## config.mk

```make
export PLATFORM = sky130hd
export DESIGN_NAME = i80_wr_engine
export DESIGN_NICKNAME = d
export VERILOG_FILES = /design/src/rtl/i80_pkg.sv /design/src/rtl/i80_cfg_snap.sv /design/src/rtl/i80_phase_fsm.sv /design/src/rtl/i80_frame_ctrl.sv /design/src/rtl/i80_wr_engine.sv
export SDC_FILE = /design/constraint.sdc
export NUM_CORES = 1
export LEC_CHECK = 0
export ABC_AREA = 1
export BUFFER_PORTS_ARGS = -buffer_cell sky130_fd_sc_hd__buf_2
export CAP_MARGIN = 5
export CORE_MARGIN = 3
export CORE_UTILIZATION = 50
export CTS_CLUSTER_DIAMETER = 120
export CTS_CLUSTER_SIZE = 30
export DETAILED_ROUTE_END_ITERATION = 10
export GPL_TIMING_DRIVEN = 1
export HOLD_SLACK_MARGIN = 0.06
export PLACE_DENSITY_LB_ADDON = 0.3
export SYNTH_ARGS = -nofsm -noshare
export SYNTH_HDL_FRONTEND = slang
export SYNTH_SLANG_ARGS = --single-unit
```

## constraint.sdc

```tcl
create_clock -name clk_i -period 3.7 [get_ports clk_i]
set_clock_uncertainty 0.2 [all_clocks]
set_input_delay 0.37 -clock clk_i [delete_from_list [all_inputs] [get_ports clk_i]]
set_output_delay 0.37 -clock clk_i [all_outputs]
set_load 0.02 [all_outputs]
```

## src/rtl/i80_pkg.sv

```systemverilog
package i80_pkg;
  typedef enum logic [2:0] {
    PH_WAIT = 3'd0,
    PH_CSS  = 3'd1,
    PH_WRS  = 3'd2,
    PH_ACT  = 3'd3,
    PH_HLD  = 3'd4
  } phase_e;
endpackage

```

## src/rtl/i80_cfg_snap.sv

```systemverilog
module i80_cfg_snap #(
  parameter int PH_W   = 4,
  parameter int DIM_W  = 8,
  localparam int CFG_W = 4 + 4*PH_W,
  localparam int WCNT_W = 2*DIM_W
) (
  input  logic              clk_i,
  input  logic              rst_ni,
  input  logic              load_i,
  input  logic [CFG_W-1:0]  cfg_i,
  output logic [PH_W-1:0]   css_o,
  output logic [PH_W-1:0]   wrs_o,
  output logic [PH_W-1:0]   act_o,
  output logic [PH_W-1:0]   hld_o
);
  localparam logic [PH_W-1:0] ONE = 1;

  // field 0 = hold, 1 = active, 2 = strobe setup, 3 = cs setup
  logic [PH_W-1:0] fld [4];
  for (genvar g = 0; g < 4; g++) begin : g_fld
    assign fld[g] = cfg_i[4 + g*PH_W +: PH_W];
  end

  logic cfg_unused;
  assign cfg_unused = ^cfg_i[3:0];

  always_ff @(posedge clk_i or negedge rst_ni) begin
    if (!rst_ni) begin
      css_o <= '0;
      wrs_o <= '0;
      act_o <= ONE;
      hld_o <= '0;
    end else if (load_i) begin
      css_o <= fld[3];
      wrs_o <= fld[2];
      act_o <= (fld[1] == '0) ? ONE : fld[1];
      hld_o <= fld[0];
    end
  end
endmodule

```

## src/rtl/i80_phase_fsm.sv

```systemverilog
module i80_phase_fsm
  import i80_pkg::*;
#(
  parameter int PH_W   = 4,
  parameter int DATA_W = 16
) (
  input  logic              clk_i,
  input  logic              rst_ni,
  input  logic              run_i,
  input  logic [PH_W-1:0]   css_i,
  input  logic [PH_W-1:0]   wrs_i,
  input  logic [PH_W-1:0]   act_i,
  input  logic [PH_W-1:0]   hld_i,
  input  logic              pix_valid_i,
  input  logic [DATA_W-1:0] pix_data_i,
  output logic              pix_ready_o,
  output logic              cs_n_o,
  output logic              wr_n_o,
  output logic [DATA_W-1:0] db_o,
  output logic              word_end_o
);
  localparam logic [PH_W-1:0] ONE = 1;

  phase_e          ph_q;
  logic [PH_W-1:0] cnt_q;
  logic [DATA_W-1:0] db_q;

  assign pix_ready_o = (ph_q == PH_WAIT) && run_i;
  assign cs_n_o      = (ph_q == PH_WAIT);
  assign wr_n_o      = (ph_q != PH_ACT);
  assign db_o        = db_q;
  assign word_end_o  = (cnt_q == '0) &&
                       (((ph_q == PH_ACT) && (hld_i == '0)) || (ph_q == PH_HLD));

  always_ff @(posedge clk_i or negedge rst_ni) begin
    if (!rst_ni) begin
      ph_q  <= PH_WAIT;
      cnt_q <= '0;
      db_q  <= '0;
    end else begin
      unique case (ph_q)
        PH_WAIT: if (pix_valid_i && pix_ready_o) begin
          db_q <= pix_data_i;
          if (css_i != '0) begin
            ph_q <= PH_CSS; cnt_q <= css_i - ONE;
          end else if (wrs_i != '0) begin
            ph_q <= PH_WRS; cnt_q <= wrs_i - ONE;
          end else begin
            ph_q <= PH_ACT; cnt_q <= act_i - ONE;
          end
        end
        PH_CSS: if (cnt_q != '0) cnt_q <= cnt_q - ONE;
          else if (wrs_i != '0) begin
            ph_q <= PH_WRS; cnt_q <= wrs_i - ONE;
          end else begin
            ph_q <= PH_ACT; cnt_q <= act_i - ONE;
          end
        PH_WRS: if (cnt_q != '0) cnt_q <= cnt_q - ONE;
          else begin
            ph_q <= PH_ACT; cnt_q <= act_i - ONE;
          end
        PH_ACT: if (cnt_q != '0) cnt_q <= cnt_q - ONE;
          else if (hld_i != '0) begin
            ph_q <= PH_HLD; cnt_q <= hld_i - ONE;
          end else ph_q <= PH_WAIT;
        PH_HLD: if (cnt_q != '0) cnt_q <= cnt_q - ONE;
          else ph_q <= PH_WAIT;
        default: ph_q <= PH_WAIT;
      endcase
    end
  end
endmodule

```

## src/rtl/i80_frame_ctrl.sv

```systemverilog
module i80_frame_ctrl #(
  parameter int WCNT_W = 16
) (
  input  logic              clk_i,
  input  logic              rst_ni,
  input  logic              trig_we_i,
  input  logic [1:0]        trig_ctrl_i,
  input  logic              en_i,
  input  logic [WCNT_W-1:0] words_i,
  input  logic              word_end_i,
  input  logic              irq_en_i,
  input  logic              irq_clr_i,
  output logic              load_o,
  output logic              busy_o,
  output logic              done_o,
  output logic              irq_o
);
  localparam logic [WCNT_W-1:0] ONE = 1;

  logic [WCNT_W-1:0] rem_q;
  logic busy_q, done_q, irq_q;
  logic start, empty_start, last_end, done_set;

  // a write while busy is dropped, not queued
  assign start       = trig_we_i && (&trig_ctrl_i) && en_i && !busy_q;
  assign empty_start = start && (words_i == '0);
  assign last_end    = busy_q && word_end_i && (rem_q == ONE);
  assign done_set    = empty_start || last_end;
  assign load_o      = start;

  always_ff @(posedge clk_i or negedge rst_ni) begin
    if (!rst_ni) begin
      rem_q  <= '0;
      busy_q <= 1'b0;
      done_q <= 1'b0;
      irq_q  <= 1'b0;
    end else begin
      done_q <= done_set;
      if (start && !empty_start) begin
        busy_q <= 1'b1;
        rem_q  <= words_i;
      end else if (busy_q && word_end_i) begin
        rem_q <= rem_q - ONE;
        if (last_end) busy_q <= 1'b0;
      end
      if (done_set && irq_en_i) irq_q <= 1'b1;
      else if (irq_clr_i)       irq_q <= 1'b0;
    end
  end

  assign busy_o = busy_q;
  assign done_o = done_q;
  assign irq_o  = irq_q;
endmodule

```

## src/rtl/i80_wr_engine.sv

```systemverilog
module i80_wr_engine #(
  parameter int DATA_W = 16,
  parameter int DIM_W  = 8,
  parameter int PH_W   = 4,
  localparam int CFG_W  = 4 + 4*PH_W,
  localparam int WCNT_W = 2*DIM_W
) (
  input  logic              clk_i,
  input  logic              rst_ni,
  input  logic [CFG_W-1:0]  cfg_i,
  input  logic              trig_we_i,
  input  logic [1:0]        trig_ctrl_i,
  input  logic [DIM_W-1:0]  frame_w_i,
  input  logic [DIM_W-1:0]  frame_h_i,
  input  logic              irq_en_i,
  input  logic              irq_clr_i,
  input  logic              pix_valid_i,
  input  logic [DATA_W-1:0] pix_data_i,
  output logic              pix_ready_o,
  output logic              cs_n_o,
  output logic              wr_n_o,
  output logic [DATA_W-1:0] db_o,
  output logic              busy_o,
  output logic              done_o,
  output logic              irq_o
);
  logic [WCNT_W-1:0] words_now;
  logic [PH_W-1:0]   css, wrs, act, hld;
  logic              load, word_end;

  assign words_now = WCNT_W'(frame_w_i) * WCNT_W'(frame_h_i);

  i80_cfg_snap #(.PH_W(PH_W), .DIM_W(DIM_W)) u_snap (
    .clk_i (clk_i), .rst_ni (rst_ni), .load_i (load), .cfg_i (cfg_i),
    .css_o (css), .wrs_o (wrs), .act_o (act), .hld_o (hld)
  );

  i80_frame_ctrl #(.WCNT_W(WCNT_W)) u_ctrl (
    .clk_i (clk_i), .rst_ni (rst_ni), .trig_we_i (trig_we_i),
    .trig_ctrl_i (trig_ctrl_i), .en_i (cfg_i[0]), .words_i (words_now),
    .word_end_i (word_end), .irq_en_i (irq_en_i), .irq_clr_i (irq_clr_i),
    .load_o (load), .busy_o (busy_o), .done_o (done_o), .irq_o (irq_o)
  );

  i80_phase_fsm #(.PH_W(PH_W), .DATA_W(DATA_W)) u_fsm (
    .clk_i (clk_i), .rst_ni (rst_ni), .run_i (busy_o),
    .css_i (css), .wrs_i (wrs), .act_i (act), .hld_i (hld),
    .pix_valid_i (pix_valid_i), .pix_data_i (pix_data_i),
    .pix_ready_o (pix_ready_o), .cs_n_o (cs_n_o), .wr_n_o (wr_n_o),
    .db_o (db_o), .word_end_o (word_end)
  );
endmodule

```

==> flow_summary.yaml, run 1 <==
pwr:
  p_switching_w: 0.00204
  power.share.clock: 0.177
  pwr-share-seq: 0.189
  swShare: 0.431
  vdd_drop_max_mv: 0.462
  p_leak_nw: 4.31
  powerDensity_mw_per_mm2: 598
  internal_power_w: 0.00269
  combPwrFrac: 0.634
critical_path:
  critPathSlowestCell: "fa_1"
  start_kind: "input pin"
  slowest_delay_ns: 0.50
  regToRegStartpoint: "u_fsm.cnt_q[0]$_DFFE_PN0P_"
  cp.depth: 22
  timing.critical_path.buf_inv: 8
  cp-end-kind: "register"
  path_delay_family: "adder cells"
  cp_max_fo: 6
  crit_required_ns: 3.71
  cp_cell_sequence: "buf_12 > nand2_4 > fa_1 > fa_1 > fa_1 > inv_1 > fa_1 > ha_4 > nand2_4 > nor2_4 > and2_4 > nand2_4 > nand3_1 > nand2_1 > buf_4 > buf_4 > buf_4 > buf_4 > buf_6 > buf_6 > nand4_1 > o31ai_2"
  crit_path_start: "frame_h_i[7]"
  r2r-end: "u_ctrl.rem_q[1]$_DFFE_PN0P_"
  arrival_ns: 4.28
  crit_path_end: "u_ctrl.done_o$_DFF_PN0_"
  ff2ff_path_depth: 9
  regToRegSetupSlack_ns: 0.94
  critPathKind: "input pin to register"
global_route:
  grt_max_degree: 47
  grt.busiest_layer: "met2"
  grtUsageMet3: 0.0329
  use_met1: 0.288
  grt_util_all_layers: 0.231
  grt_util_met2: 0.416
  grt_overflow: 0
  grt_pass1_vias: 5595
  antenna_found_initial: 0
  grt_pass1_wl_um: 24800
die:
  die_area_sq_mm: 0.0130
  start_util: 0.525
  io_pins: 82
  die_w_um: 114
  core-area_sq_mm: 0.0111
  fp.dieH_um: 114
  placementRows: 38
routing:
  avgViaCountPerCell: 4.94
  initialDrtViolationCount: 327
  via_count: 5560
  post_drt_wl_per_cell_um: 12.6
  ant_nets: 0
  wirelength_um: 14200
  drc: 0
  dr.pass1.iters: 5
timing:
  fmax_ghz: 0.234
  slew_headroom: 0.311
  setup_viol: 19
  period_minus_slack_ns: 4.27
  finalSetupTns_ns: -8.94
  tightest_slew_ns: 1.03
  setup_slack_ns: -0.565
  period_share: 1.15
  timing.final.max_slew_violations: 0
  finalHoldViolCount: 0
  holdWs_ns: 0.0671
  rsz0062_at_grt: "true"
run_status:
  violations: "setup timing"
  status: "finished, violations left"
finish:
  layout.cells.most_common: "nand2_1"
  fill_cells: 878
  nets: 1122
  area_delta_synth_final_pct: 35.9
  fin_util: 0.713
  drive_above_1_share: 0.303
  antenna_cells: 0
  mostFrequentLayoutCells: "nand2_1, inv_1, buf_4"
synth:
  synth_edf_count: 0
  synth_nets: 961
  synthCells: 820
  syn-cell-area_sq_mm: 0.00584
  ys_ff_latch: 58
  synth_flop_cell: "dfrtp_1"
  syn_area_per_cell_sq_um: 7.12
  async_flop_share: 1.00
  synthDistinctLibCells: 37
  yosysWarnings: 0
  synth_seq_area_share: 0.249
clock_network:
  cts_buffer_depth: 2
  numCtsBuffers: 9
  clock_latency_ns: 0.33
  root_buffer: "clkbuf_16"
  h-tree-depth: 3
  clock-sinks: 58
  cts_tree: "built"
  path_clk_slew_ns: 0.05
hold_path:
  hold_path.class: "input pin to register"
placement:
  gp_congestion: 0.903
  dp_hpwl_um: 10400
  port_buffers: 78
job:
  maxCapViolations: 0
==> worst register-to-register path, stage by stage, from the launching register on <==
cell and delay (ns):
dfrtp_1 0.39, inv_1 0.14, ha_1 0.16, nand3_1 0.20
inv_1 0.25, nand3_1 0.14, nor2_2 0.31, inv_1 0.42
or2_2 0.42, nand3_2 0.07
==> Yosys cell counts (12+ instances only) <==
library cell	instances	area, sq um
nand3_1	52	260
nand4_1	12	75.1
ha_1	45	563
nor2_1	46	173
clkbuf_1	19	71.3
mux2_2	16	180
dfrtp_1	57	1430
inv_1	176	661
o21ai_0	49	245
xor2_1	12	105
nand2_1	225	845
a21oi_1	13	65.1
fa_1	36	721
==> stage by stage <==
stage	std cells	instance area [sq um]	power (W)	setup WS, ns
after floorplan	820	6140	0.00271	-0.631
after global placement	1073	6880	0.00355	-0.892
after detailed placement	1073	6880	0.00357	-0.970
after CTS	1123	7730	0.00460	-0.499
after global routing	1126	7930	0.00514	-0.714
final	1126	7930	0.00474	-0.565
==> cell type report <==
type / count / area, sq um / share of cell area
Sequential cell: 58 / 1450 / 0.183
Multi-Input combinational cell: 559 / 3980 / 0.502
Timing Repair inverter: 1 / 7.51 / 0.000947
Inverter: 177 / 671 / 0.0846
Tap cell: 140 / 175 / 0.0221
Clock buffer: 10 / 239 / 0.0301
Clock inverter: 6 / 66.3 / 0.00836
Timing Repair Buffer: 175 / 1340 / 0.168
==> logic make-up after synthesis <==
kind of cell,synth area share
fa+ha+maj,0.220
simple gates,0.266
buf+inv,0.136
flops,0.249
compound gates,0.0714
xor+xnor,0.0270
mux,0.0309
==> sequential cells by signal, indices dropped and copies added, names as in the netlist <==
name / flops
u_fsm.ph_q: 3
u_fsm.db_o: 16
u_snap.wrs_o: 4
u_snap.hld_o: 4
u_snap.css_o: 4
u_fsm.cnt_q: 4
u_ctrl.done_o: 1
u_ctrl.irq_o: 1
u_snap.act_o: 4
u_ctrl.busy_o: 1
u_ctrl.rem_q: 16
==> power by group through the flow <==
stage / logic, W / clock network, W / registers (W)
after floorplan: 0.00170 / 0 / 0.00100
after CTS: 0.00286 / 0.000851 / 0.000893
final: 0.00300 / 0.000840 / 0.000895
after detailed placement: 0.00267 / 0 / 0.000900
after global placement: 0.00266 / 0 / 0.000893
after global routing: 0.00335 / 0.000879 / 0.000916
==> how the worst min path moves through the flow <==
stage | startpoint | endpoint | slack (ns) | cells after the start
after floorplan | rst_ni | u_ctrl.busy_o$_DFFE_PN0P_ | -0.13 | 0
after global placement | u_ctrl.irq_o$_DFFE_PN0P_ | u_ctrl.irq_o$_DFFE_PN0P_ | 0.26 | 2
after detailed placement | u_ctrl.irq_o$_DFFE_PN0P_ | u_ctrl.irq_o$_DFFE_PN0P_ | 0.27 | 2
after CTS | pix_data_i[11] | u_fsm.db_o[11]$_DFFE_PN0P_ | 0.06 | 2
after global routing | pix_data_i[15] | u_fsm.db_o[15]$_DFFE_PN0P_ | 0.07 | 2
final | pix_data_i[11] | u_fsm.db_o[11]$_DFFE_PN0P_ | 0.07 | 2
==> layer usage <==
metal  share of wire  vias up
met4           0.016        0
li1                -     2850
met5               0        -
met3           0.037       22
met1            0.44     2574
met2            0.51      114
==> timing repair <==
item | 4_1_cts | 5_1_grt
pin swaps | 25 | 33
hold buffers | 12 | 0
setup endpoints to repair | 19 | 19
resized for setup | 76 | 56
buffers inserted | 21 | 4
cloned | 1 | 0
endpoints found under the hold margin | 44 | 0
(Power assumes the default switching activity.)
==> run 2: changes to the inputs <==
==> constraint.sdc (replaced) <==
create_clock -name clk_i -period 5.35 [get_ports clk_i]
set_clock_uncertainty 0.2 [all_clocks]
set_input_delay 0.535 -clock clk_i [delete_from_list [all_inputs] [get_ports clk_i]]
set_output_delay 0.535 -clock clk_i [all_outputs]
set_load 0.02 [all_outputs]
==> flow_summary.yaml, run 2 (synthesis results as in run 1) <==
timing:
  fmax_ghz: 0.208
  period_share: 0.899
  finalHoldViolCount: 0
  tightest_slew_ns: 0.738
  setup_slack_ns: 0.541
  finalSetupTns_ns: 0
  period_minus_slack_ns: 4.81
  timing.final.max_slew_violations: 0
  slew_headroom: 0.508
  setup_viol: 0
  rsz0062_at_grt: "false"
routing:
  highest_layer: "met4"
  route.met3.wl_um: 522
  wirelength_um: 12500
  post_drt_wl_per_cell_um: 12.1
  wl_met1_um: 5710
  routed-wl-met2_um: 6170
  avgViaCountPerCell: 5.02
  ant_nets: 0
  via_count: 5177
  drc: 0
  dr.pass1.iters: 5
  initialDrtViolationCount: 222
pwr:
  vdd_drop_max_mv: 0.293
  p_leak_nw: 3.78
  powerDensity_mw_per_mm2: 408
critical_path:
  cp_cell_sequence: "buf_2 > nand2_1 > fa_1 > fa_1 > fa_1 > inv_1 > fa_1 > ha_1 > nand2_1 > nor2_2 > nand3_1 > nand2_1 > nand2_1 > nand2_2 > nand3_2 > nor2_2 > nand3_2 > nand2_2 > buf_12 > o21ai_0 > nand2_1 > nand2_1"
  regToRegSetupSlack_ns: 2.48
  start_kind: "input pin"
  ff2ff_path_depth: 9
  timing.critical_path.buf_inv: 3
  slowest_delay_ns: 0.54
  critical_path.most_common_cell: "nand2_1"
  arrival_ns: 4.83
  crit_required_ns: 5.37
  critPathKind: "input pin to register"
  critPathSlowestCell: "fa_1"
  cp_max_fo: 22
  regToRegStartpoint: "u_fsm.cnt_q[0]$_DFFE_PN0P_"
  path_delay_family: "adder cells"
  cp-end-kind: "register"
  r2r-end: "u_ctrl.rem_q[1]$_DFFE_PN0P_"
global_route:
  grt_util_all_layers: 0.203
  grt_overflow: 0
  grt_pass1_vias: 4968
  grt_max_degree: 59
  grt_pass1_wl_um: 22000
  antenna_found_initial: 0
die:
  die_w_um: 114
  placementRows: 38
  fp.dieH_um: 114
  start_util: 0.525
  die_area_sq_mm: 0.0130
  core-area_sq_mm: 0.0111
  io_pins: 82
clock_network:
  post_cts_buffers: 0
  numCtsBuffers: 9
  ctsResizeCount: 0
  clock_latency_ns: 0.32
  cts-hold-fix-buffers: 0
  clock-sinks: 58
  root_buffer: "clkbuf_16"
  cts_tree: "built"
  h-tree-depth: 3
  cts_buffer_depth: 2
  path_clk_slew_ns: 0.06
finish:
  nets: 1028
  antenna_cells: 0
  area_delta_synth_final_pct: 14.3
  drive_above_1_share: 0.151
  mostFrequentLayoutCells: "nand2_1, inv_1, buf_2"
  layout.cells.most_common: "nand2_1"
hold_path:
  hold_path.class: "input pin to async pin"
placement:
  port_buffers: 78
  gp_congestion: 0.895
  dp_slack_ns: 0.189
  dp_hpwl_um: 9770
run_status:
  status: "completed"
job:
  maxCapViolations: 0
==> run 2: cell types whose count changed in the layout (fill, tap and decap cells not counted), sizes merged <==
cell         before  now
bufinv            1    3
buf             163   82
clkbuf           10    9
dlygate4sd3      12    0
clkinv            2    3
inv             176  178
clkinvlp          5    0
==> run 2: worst max-delay path by stage <==
stage                       from                           to  slack [ns]  depth (start not counted)
floorplan           frame_h_i[7]  u_ctrl.rem_q[2]$_DFFE_PN0P_        0.49                         23
global placement    frame_w_i[2]  u_ctrl.rem_q[5]$_DFFE_PN0P_        0.23                         22
detailed placement  frame_w_i[2]  u_ctrl.rem_q[5]$_DFFE_PN0P_        0.19                         22
CTS                 frame_w_i[2]  u_ctrl.rem_q[5]$_DFFE_PN0P_        0.53                         22
global route        frame_w_i[2]  u_ctrl.rem_q[5]$_DFFE_PN0P_        0.17                         22
finish              frame_w_i[2]  u_ctrl.rem_q[8]$_DFFE_PN0P_        0.54                         22
==> run 2: per-layer routing <==
| layer | global-route usage | vias up |
|---|---|---|
| li1 | - | 2658 |
| met1 | 0.265 | 2404 |
| met2 | 0.358 | 106 |
| met3 | 0.0286 | 9 |
| met4 | 0.0451 | 0 |
| met5 | 0 | - |
==> run 2: layout make-up <==
class | instances | area, sq um
Fill cell | 1046 | 4460
Multi-Input combinational cell | 559 | 3590
Sequential cell | 58 | 1450
Inverter | 177 | 664
Timing Repair Buffer | 82 | 433
Clock buffer | 9 | 225
Tap cell | 140 | 175
Clock inverter | 7 | 125
==> run 2: report_power, final <==
part	total (W)	internal (W)	switching (W)
Combinational	0.00143	0.000530	0.000900
Clock	0.000676	0.000459	0.000217
Sequential	0.000615	0.000548	0.0000671
Total	0.00272	0.00154	0.00118
==> run 2: stage by stage <==
stage / std cells / util / power, W / hold slack, ns / cell area [sq um]
2_1_floorplan: 820 / - / 0.00171 / 0.0394 / 5840
3_3_place_gp: 1016 / 0.568 / 0.00202 / 0.262 / 6320
3_5_place_dp: 1016 / 0.568 / 0.00205 / 0.267 / 6320
4_1_cts: 1032 / 0.599 / 0.00274 / 0.182 / 6670
5_1_grt: 1032 / 0.599 / 0.00299 / 0.212 / 6670
6_report: 1032 / 0.599 / 0.00272 / 0.139 / 6670
